`src/rtl/spi_mem_pkg.sv`:
```
package spi_mem_pkg;
  typedef enum logic [2:0] {
    ST_IDLE, ST_OPCODE, ST_ADDR, ST_RDATA, ST_WDATA, ST_STATUS, ST_IGNORE
  } st_e;

  typedef enum logic [2:0] {
    OP_NONE, OP_WEN_SET, OP_WEN_CLR, OP_RDSTAT, OP_WRSTAT, OP_READ, OP_WRITE
  } op_e;

  // Command byte decode; while busy only the status read survives.
  function automatic op_e decode_op(input logic [7:0] b, input logic busy_i);
    op_e r;
    r = OP_NONE;
    if (b == 8'h05)                                 r = OP_RDSTAT;
    else if (busy_i)                                r = OP_NONE;
    else if (b == 8'h06)                            r = OP_WEN_SET;
    else if (b == 8'h04)                            r = OP_WEN_CLR;
    else if (b == 8'h01)                            r = OP_WRSTAT;
    else if (b[7:4] == 4'h0 && b[2:0] == 3'b011)    r = OP_READ;
    else if (b[7:4] == 4'h0 && b[2:0] == 3'b010)    r = OP_WRITE;
    return r;
  endfunction
endpackage

```
`src/rtl/spi_pin_sync.sv`:
```
module spi_pin_sync #(
  parameter int         N       = 4,
  parameter int         STAGES  = 2,
  parameter logic [N-1:0] RST_VAL = '0
) (
  input  logic         clk,
  input  logic         rst_n,
  input  logic [N-1:0] d,
  output logic [N-1:0] q
);
  logic [N-1:0] stg [STAGES];

  for (genvar s = 0; s < STAGES; s++) begin : g_stage
    always_ff @(posedge clk or negedge rst_n) begin
      if (!rst_n) stg[s] <= RST_VAL;
      else if (s == 0) stg[s] <= d;
      else stg[s] <= stg[(s == 0) ? 0 : s-1];
    end
  end

  assign q = stg[STAGES-1];
endmodule

```
`src/rtl/spi_tx_shifter.sv`:
```
module spi_tx_shifter #(
  parameter int W = 8
) (
  input  logic         clk,
  input  logic         rst_n,
  input  logic         clear,
  input  logic         load,
  input  logic         shift,
  input  logic [W-1:0] din,
  output logic         bit_o,
  output logic         valid
);
  logic [W-1:0] sh;

  always_ff @(posedge clk or negedge rst_n) begin
    if (!rst_n) begin
      sh <= '0; bit_o <= 1'b0; valid <= 1'b0;
    end else if (clear) begin
      sh <= '0; bit_o <= 1'b0; valid <= 1'b0;
    end else if (load) begin
      bit_o <= din[W-1];
      sh    <= {din[W-2:0], 1'b0};
      valid <= 1'b1;
    end else if (shift) begin
      bit_o <= sh[W-1];
      sh    <= {sh[W-2:0], 1'b0};
    end
  end
endmodule

```
`src/rtl/spi_mem_slave.sv`:
```
module spi_mem_slave
  import spi_mem_pkg::*;
#(
  parameter int AW          = 9,
  parameter int PAGE_W      = 2,
  parameter int SYNC_STAGES = 2
) (
  input  logic          clk,
  input  logic          rst_n,
  input  logic          cs_n,
  input  logic          sck,
  input  logic          si,
  input  logic          hold_n,
  input  logic          busy,
  input  logic [7:0]    status_in,
  input  logic [7:0]    mem_rdata,
  output logic          so,
  output logic          so_oe,
  output logic [AW-1:0] mem_raddr,
  output logic          wen_set,
  output logic          wen_clr,
  output logic          sr_wr,
  output logic [7:0]    sr_wdata,
  output logic          wr_req,
  output logic [AW-1:0] wr_addr,
  output logic [7:0]    wr_data,
  output logic          wr_commit
);
  localparam int BW  = 8;
  localparam int BCW = $clog2(BW);
  localparam logic [BCW-1:0] LAST_BIT = BCW'(BW - 1);

  // Address arithmetic, kept in functions for restatement by the bench.
  function automatic logic [AW-1:0] stream_next(input logic [AW-1:0] a);
    return a + AW'(1);
  endfunction

  function automatic logic [AW-1:0] page_next(input logic [AW-1:0] a);
    logic [PAGE_W-1:0] lo;
    lo = a[PAGE_W-1:0] + PAGE_W'(1);
    return {a[AW-1:PAGE_W], lo};
  endfunction

  // Pin synchronisation: {cs_n, sck, si, hold_n}
  logic [3:0] pins_s;
  spi_pin_sync #(.N(4), .STAGES(SYNC_STAGES), .RST_VAL(4'b1001)) u_sync (
    .clk(clk), .rst_n(rst_n), .d({cs_n, sck, si, hold_n}), .q(pins_s)
  );
  logic cs_s, sck_s, si_s, hold_s;
  assign {cs_s, sck_s, si_s, hold_s} = pins_s;

  logic sck_d, cs_d;
  st_e  state;
  logic [BCW-1:0] bit_cnt;
  logic [BW-1:0]  rx_sh;
  logic [AW-1:0]  rd_addr, wr_ptr;
  logic a_hi, rd_mode, sr_mode, got_byte;

  // Named internal events
  logic sel, held, rise_ev, fall_ev, byte_done, cs_rise, out_st;
  st_e  cur_st;
  logic [BW-1:0] rx_byte;
  op_e  op_dec;

  assign sel       = ~cs_s;
  assign held      = sel & ~hold_s;
  assign rise_ev   = sel & ~held & sck_s & ~sck_d;
  assign fall_ev   = sel & ~held & ~sck_s & sck_d;
  assign byte_done = rise_ev & (bit_cnt == LAST_BIT);
  assign cs_rise   = cs_s & ~cs_d;
  assign cur_st    = (state == ST_IDLE) ? ST_OPCODE : state;
  assign rx_byte   = {rx_sh[BW-2:0], si_s};
  assign op_dec    = decode_op(rx_byte, busy);
  assign out_st    = (cur_st == ST_RDATA) | ((cur_st == ST_STATUS) & ~sr_mode);
  assign mem_raddr = rd_addr;

  always_ff @(posedge clk or negedge rst_n) begin
    if (!rst_n) begin
      sck_d <= 1'b0; cs_d <= 1'b1;
      state <= ST_IDLE; bit_cnt <= '0; rx_sh <= '0;
      rd_addr <= '0; wr_ptr <= '0;
      a_hi <= 1'b0; rd_mode <= 1'b0; sr_mode <= 1'b0; got_byte <= 1'b0;
      wen_set <= 1'b0; wen_clr <= 1'b0; sr_wr <= 1'b0; sr_wdata <= '0;
      wr_req <= 1'b0; wr_addr <= '0; wr_data <= '0; wr_commit <= 1'b0;
    end else begin
      sck_d     <= sck_s;
      cs_d      <= cs_s;
      wen_set   <= 1'b0;
      wen_clr   <= 1'b0;
      sr_wr     <= 1'b0;
      wr_req    <= 1'b0;
      wr_commit <= cs_rise & (state == ST_WDATA) & (bit_cnt == '0) & got_byte;
      if (!sel) begin
        state    <= ST_IDLE;
        bit_cnt  <= '0;
        got_byte <= 1'b0;
        sr_mode  <= 1'b0;
      end else begin
        state <= cur_st;
        if (rise_ev) begin
          bit_cnt <= bit_cnt + BCW'(1);
          rx_sh   <= rx_byte;
        end
        if (byte_done) begin
          unique case (cur_st)
            ST_OPCODE: begin
              a_hi <= rx_byte[3];
              unique case (op_dec)
                OP_WEN_SET: begin wen_set <= 1'b1; state <= ST_IGNORE; end
                OP_WEN_CLR: begin wen_clr <= 1'b1; state <= ST_IGNORE; end
                OP_RDSTAT:  begin sr_mode <= 1'b0; state <= ST_STATUS; end
                OP_WRSTAT:  begin sr_mode <= 1'b1; state <= ST_STATUS; end
                OP_READ:    begin rd_mode <= 1'b1; state <= ST_ADDR; end
                OP_WRITE:   begin rd_mode <= 1'b0; state <= ST_ADDR; end
                default:    state <= ST_IGNORE;
              endcase
            end
            ST_ADDR: begin
              rd_addr <= AW'({a_hi, rx_byte});
              wr_ptr  <= AW'({a_hi, rx_byte});
              state   <= rd_mode ? ST_RDATA : ST_WDATA;
            end
            ST_RDATA: rd_addr <= stream_next(rd_addr);
            ST_WDATA: begin
              wr_req   <= 1'b1;
              wr_addr  <= wr_ptr;
              wr_data  <= rx_byte;
              wr_ptr   <= page_next(wr_ptr);
              got_byte <= 1'b1;
            end
            ST_STATUS: if (sr_mode) begin
              sr_wr    <= 1'b1;
              sr_wdata <= rx_byte;
              state    <= ST_IGNORE;
            end
            default: ;
          endcase
        end
      end
    end
  end

  // Output path: a new byte is loaded on the first falling edge of each byte
  logic tx_valid;
  spi_tx_shifter #(.W(BW)) u_tx (
    .clk(clk), .rst_n(rst_n), .clear(~sel),
    .load(fall_ev & out_st & (bit_cnt == '0)),
    .shift(fall_ev & out_st & (bit_cnt != '0)),
    .din((cur_st == ST_RDATA) ? mem_rdata : status_in),
    .bit_o(so), .valid(tx_valid)
  );

  always_ff @(posedge clk or negedge rst_n) begin
    if (!rst_n) so_oe <= 1'b0;
    else        so_oe <= sel & ~held & tx_valid & out_st;
  end
endmodule

```
`config.mk`:
```
export PLATFORM = sky130hd
export DESIGN_NAME = spi_mem_slave
export DESIGN_NICKNAME = d
export VERILOG_FILES = /design/src/rtl/spi_mem_pkg.sv /design/src/rtl/spi_pin_sync.sv /design/src/rtl/spi_tx_shifter.sv /design/src/rtl/spi_mem_slave.sv
export SDC_FILE = /design/constraint.sdc
export NUM_CORES = 1
export LEC_CHECK = 0
export ABC_AREA = 1
export BUFFER_PORTS_ARGS = -buffer_cell sky130_fd_sc_hd__buf_2
export CAP_MARGIN = 20
export CELL_PAD_IN_SITES_DETAIL_PLACEMENT = 0
export CELL_PAD_IN_SITES_GLOBAL_PLACEMENT = 1
export CORE_AREA = 10 10 107 109
export DETAILED_ROUTE_END_ITERATION = 8
export DIE_AREA = 0 0 117 119
export PLACE_DENSITY = 0.83
export SLEW_MARGIN = 15
export SYNTH_ARGS = -nofsm -noshare
export SYNTH_HDL_FRONTEND = slang
export SYNTH_SLANG_ARGS = --single-unit
```
`constraint.sdc`:
```
create_clock -name clk -period 2.25 [get_ports clk]
set_clock_uncertainty 0.15 [all_clocks]
set_input_delay 0.3375 -clock clk [delete_from_list [all_inputs] [get_ports clk]]
set_output_delay 0.3375 -clock clk [all_outputs]
set_load 0.05 [all_outputs]
```
# After elaboration in Yosys (flattened, before gate mapping)
# Index checks and enable logic that the tools add are counted.
[classes]
add_sub_neg = 3
n_eq_ne = 19
mux = 50
n_bitwise = 26
reduce_logical = 28
[ops]
columns = ["operator", "count"]
rows = [
  ["two-way mux 3 bit", 14],
  ["one-hot mux 9 bit (2 select lines)", 2],
  ["two-way mux 8 bit", 4],
  ["two-way mux 1 bit", 26],
  ["== test 8 x 3 -> 1 bit, second input constant", 3],
  ["== test 3 bit, second input constant", 7],
  ["== test 3 x 2 -> 1 bit, second input constant", 6],
  ["AND 1 bit", 17],
  ["nonzero test 2 bit", 8],
  ["AND reduction 3 bit", 5],
  ["AND reduction 4 bit", 3],
  ["adder 9 x 1 -> 9 bit, second input constant", 1],
  ["one-hot mux 3 bit (3 select lines)", 1],
  ["nonzero test 3 bit", 3],
  ["== test 8 x 1 -> 1 bit, second input constant", 1],
  ["NOT 1 bit", 8],
  ["== test 3 x 1 -> 1 bit, second input constant", 2],
  ["logical NOT 3 bit", 2],
  ["one-hot mux 3 bit (2 select lines)", 1],
  ["logical NOT 4 bit", 1],
  ["one-hot mux 1 bit (2 select lines)", 2],
  ["AND reduction 2 bit", 2],
  ["OR reduction 2 bit", 2],
  ["adder 3 x 1 -> 3 bit, second input constant", 1],
  ["3 further kinds", 4],
]
[totals]
regBits = 86
out_inout_bits = 41

# Logic depth before layout (Yosys ltp)
[logic_depth]
depth_word = 15
ltp_mapped = 13

# Modules after synthesis
# Synthesis repeated with hierarchy kept, for this count alone.
[unflattened]
hier_cells = 470
hier_area_um2 = 3962.6
[modules_own_cells]
columns = ["module", "instances", "cells_each", "area_each_um2", "seq_area_each_um2"]
rows = [
  ["spi_mem_slave", 1, 396, 3278.1, 1702.9],
  ["spi_tx_shifter", 1, 62, 449.2, 225.2],
  ["spi_pin_sync", 1, 12, 235.2, 205.2],
]

# Least setup slack after synthesis
# No wires, ideal clock.
[synth_path]
path_kind = "register to register"
from = "reg rd_addr[0] (netlist: mem_raddr[0])"
to = "reg rd_addr[8] (netlist: mem_raddr[8])"
t_arrival_ns = 1.564
t_required_ns = 2.014
slack_ns = 0.450
path_stages_with_launch = 8
path_buffers = 0
synth_period_minus_slack_ns = 1.800
cell_sequence = "dfrtp_1 > ha_1 > nand3_1 > nor2_1 > nand4_1 > nand2_1 > a21oi_1 > nor3_1"
[synth_via]
elab_chain_len = 2
[synth_rtl]
columns = ["item", "line", "rtl"]
rows = [
  ["from (decl)", "spi_mem_slave.sv:56", "logic [AW-1:0] rd_addr, wr_ptr;"],
  ["from (signal assigned)", "spi_mem_slave.sv:119", "rd_addr <= AW'({a_hi, rx_byte});"],
  ["from (signal assigned)", "spi_mem_slave.sv:123", "ST_RDATA: rd_addr <= stream_next(rd_addr);"],
  ["adder 9 x 1 -> 9 bit", "spi_mem_slave.sv:35", "return a + AW'(1);"],
  ["one-hot mux 9 bit (2 select lines)", "spi_mem_slave.sv:105", "unique case (cur_st)"],
]
# Every way passes these cells.
# A chain may end at the register's enable or synchronous reset.

# Final worst setup path
[layout_path]
from = "reg u_sync.stg, in the netlist u_sync.q[0]"
to = "reg wr_data[5]"
[layout_via]
elab_chain_len = 8
[layout_rtl]
columns = ["item", "line", "rtl"]
rows = [
  ["from (decl)", "spi_pin_sync.sv:11", "logic [N-1:0] stg [STAGES];"],
  ["from (signal, indexed assignment)", "spi_pin_sync.sv:17", "else stg[s] <= stg[(s == 0) ? 0 : s-1];"],
  ["NOT 1 bit", "spi_mem_slave.sv:66", "assign held = sel & ~hold_s;"],
  ["AND 1 bit", "spi_mem_slave.sv:66", ""],
  ["NOT 1 bit", "spi_mem_slave.sv:67", "assign rise_ev = sel & ~held & sck_s & ~sck_d;"],
  ["AND 1 bit (3 in series)", "spi_mem_slave.sv:67", ""],
  ["AND 1 bit", "spi_mem_slave.sv:69", "assign byte_done = rise_ev & (bit_cnt == LAST_BIT);"],
  ["AND reduction 3 bit (no line)", "n/a", ""],
  ["to (signal assigned)", "spi_mem_slave.sv:127", "wr_data <= rx_byte;"],
  ["to (decl)", "spi_mem_slave.sv:26", "output logic [7:0] wr_data,"],
]
# Every way passes these cells.

==> impl_metrics.yaml <==
timing:
  fin_crit_sh: 0.8823
  timing.slew.headroom: 0.6860
  hold_ws_ps: 125.6
  final_critical_period_ps: 1985
  timing.final.max_slew_violations: 0
  final-hold-violation-count: 0
  rsz_0062_raised_after_global_routing: "false"
  max_freq_mhz: 503.7
  setup_tns_ps: 0
  worstMarginPinSlew_ps: 470.3
  final-setup-viol-count: 0
synthesis:
  synthDominantAreaCellType: "sky130_fd_sc_hd__dfrtp_1"
  syn-cell-area_um2: 3860
  async_s_r_ff_share_synth: 1.000
  postSynthCellCount: 434
  yosysMostFrequentCell: "sky130_fd_sc_hd__nand2_1"
  synth_top_cells_by_area: "sky130_fd_sc_hd__dfrtp_1 52%, sky130_fd_sc_hd__nand2_1 11%, sky130_fd_sc_hd__nor2_1 3.8%, sky130_fd_sc_hd__inv_1 3.7%, sky130_fd_sc_hd__o21ai_0 3.6%"
  ys_top_cells_by_count: "112 x sky130_fd_sc_hd__nand2_1, 80 x sky130_fd_sc_hd__dfrtp_1, 39 x sky130_fd_sc_hd__nor2_1, 38 x sky130_fd_sc_hd__inv_1, 28 x sky130_fd_sc_hd__o21ai_0"
  synth.ff_latch_count: 85
  yosysSeqAreaShare: 0.5527
  ys_warn_count: 0
  yosys_top_cell_area_share: 0.5186
  synth.lib_cells_used.distinct: 41
  number_of_synthesized_flops_with_an_enable_pin: 0
  synth_flop_cell: "sky130_fd_sc_hd__dfrtp_1"
  synthesis.nets: 461
  synth.avg_cell_area_um2: 8.894
status:
  status: "finished, final reports clean"
pwr:
  static-leakage-power_nw: 2.407
  power_per_cell_area_nw_per_um2: 657.1
  power_mw: 2.994
  irDropWorstVdd_mv: 0.3519
global_route:
  grt_max_degree: 37
  first_global_vias: 3156
  number_of_antenna_violations_at_the_first_check_in_global_routing: 0
  grt_usage: 0.1346
  grt_pass1_wl_um: 15120
  grt.overflow.total: 0
setup_path:
  worst-endpoint-arrival_ps: 2060
  worstSetupEndpointType: "flip-flop"
  required_time_worst_endpoint_ps: 2330
  timing.critical_path.fanout_max: 30
  timing.setup.critical_path_class: "reg2reg"
  worst_setup_path_start_kind: "flip-flop"
clock_network:
  cts_tree: "yes"
  tritoncts.num_buffers: 9
  ctsRootBufferMaster: "sky130_fd_sc_hd__clkbuf_8"
  postCtsSetupBuffers: 0
  clock_path_buffers: 2
  clkSinkCount: 85
  worst_setup_hold_path_clk_slew_ps: 80
  clock_latency_ps: 360
  h-tree-depth: 3
floorplanning:
  floorplan.initialDensity: 0.4081
  core_area_um2: 9459
  row_count: 36
  die_height_um: 119
  die_area_um2: 13920
  floorplan.io_pins: 64
  die_width_um: 117
placed_design:
  dpl.cell_count: 606
  postPlaceCellArea_um2: 4307
  globalplace.congestion: 0.8980
  dp_hpwl_um: 6648
  port-buffer-count: 63
final_layout:
  layout.cell_area.non_filler_um2: 4556
  final-instance-count-excl-fill: 626
  final_nets: 535
  diodes: 0
  fraction_of_layout_instances_using_a_drive_strength_above_1: 0.2324
  syn2layout_area_growth_pct: 18.02
drt:
  route.detailed.drc: 0
  route.final.wire_length_um: 8858
  route.detailed.wl_per_inst_um: 14.15
  via_per_inst: 4.895
  dr_pass1_iterations: 4
  ant_nets: 0
  detailroute.via_count: 3064
  dr.first_iter.drc_count: 185
job:
  drv_cap: 0
min_path:
  worst_hold_path_type: "in2reg"
-- state kept, by name (all words and copies together), names as in the netlist, 4 cells and up --
register and cells:
mem_raddr 9, rx_sh 7, sr_wdata 8, u_sync.q 4, u_sync.stg 4, u_tx.sh 7
wr_addr 9, wr_data 8, wr_ptr 9
-- metrics by stage --
| stage | utilization | setup slack [ps] |
|---|---|---|
| floorplan | - | 449.8 |
| global placement | 0.4553 | 284.9 |
| detailed placement | 0.4553 | 272.7 |
| CTS | 0.4816 | 254.9 |
| global route | 0.4816 | 87.06 |
| finish | 0.4816 | 264.7 |
-- cell usage in the layout (no fill, tap or decap), types with 2 or more instances in the layout --
master	count
sky130_fd_sc_hd__clkbuf_8	11
sky130_fd_sc_hd__inv_2	7
sky130_fd_sc_hd__o31ai_2	3
sky130_fd_sc_hd__a21oi_1	18
sky130_fd_sc_hd__ha_1	4
sky130_fd_sc_hd__o21ai_0	28
sky130_fd_sc_hd__nor2_1	39
sky130_fd_sc_hd__nor2_2	2
sky130_fd_sc_hd__dfstp_2	5
sky130_fd_sc_hd__nand4_1	4
sky130_fd_sc_hd__nor3_1	8
sky130_fd_sc_hd__o22ai_1	4
sky130_fd_sc_hd__o21ai_1	16
sky130_fd_sc_hd__buf_2	62
sky130_fd_sc_hd__dlygate4sd3_1	5
sky130_fd_sc_hd__nand2_1	112
sky130_fd_sc_hd__a21oi_2	3
sky130_fd_sc_hd__nand3_1	23
sky130_fd_sc_hd__dfrtp_1	80
sky130_fd_sc_hd__inv_1	38
sky130_fd_sc_hd__nor2_4	5
sky130_fd_sc_hd__clkinv_2	2
sky130_fd_sc_hd__nand2_2	3
sky130_fd_sc_hd__nand3b_1	2
sky130_fd_sc_hd__buf_4	7
sky130_fd_sc_hd__nor4_1	3
-- logic make-up after synthesis --
group	count (synthesis)	synth area share
muxes	1	0.002593
adders and majority gates	4	0.01297
xor gates and xnor gates	2	0.004539
buffers and inverters	58	0.06580
AOI/OAI and AO/OA	76	0.1109
DFF	85	0.5527
and+or+nand+nor	208	0.2506
-- power breakdown --
group	total [mW]	switching, mW	internal [mW]
sequential	1.60	0.0339	1.56
combinational	0.301	0.201	0.100
clock	1.10	0.533	0.564
total	2.99	0.768	2.23
-- critical path, stage by stage (launching register included) --
cell                      delay [ps]
sky130_fd_sc_hd__dfstp_2         520
sky130_fd_sc_hd__inv_1            50
sky130_fd_sc_hd__nor2_4          150
sky130_fd_sc_hd__nand2_4         160
sky130_fd_sc_hd__nor2_8          150
sky130_fd_sc_hd__inv_4            80
sky130_fd_sc_hd__nor2_4          170
sky130_fd_sc_hd__inv_2           230
sky130_fd_sc_hd__nand2_1         110
sky130_fd_sc_hd__o21ai_1          60
-- cell type report --
| class | count | area [um^2] |
|---|---|---|
| Inverter | 46 | 175.2 |
| Tap cell | 114 | 142.6 |
| Multi-Input combinational cell | 291 | 1473 |
| Fill cell | 927 | 4903 |
| Sequential cell | 85 | 2133 |
| Clock buffer | 11 | 151.4 |
| Clock inverter | 4 | 47.55 |
| Timing Repair Buffer | 75 | 432.9 |
-- per-layer routing --
layer  wire (um)  global-route usage  up-vias
met5           0                   0        -
met4         158             0.05487        0
met3         369             0.02912       14
met2        4369              0.2198       63
met1        3961              0.1680     1429
li1            -                   -     1558
-- repair_timing --
item	4_1_cts	5_1_grt
endpoints found under the setup margin	0	0
resized for setup	0	0
hold buffers	5	0
hold endpoints to repair	29	0
-- worst paths after layout --
path / start / to / slack, ps / cells after the start
worst max-delay path: u_sync.q[0] / wr_data[5] / 260 / 9
worst min-delay path: status_in[0] / u_tx.sh[1] / 130 / 3
worst max register to register: u_sync.q[0] / wr_data[5] / 260 / 9
worst min register to register: u_sync.stg[5] / u_sync.q[1] / 210 / 0
max in group asynchronous: rst_n / state[0] / 1040 / 3
min in group asynchronous: rst_n / wr_addr[8] / 280 / 2
Note: power is estimated with default switching activity, not from simulation.
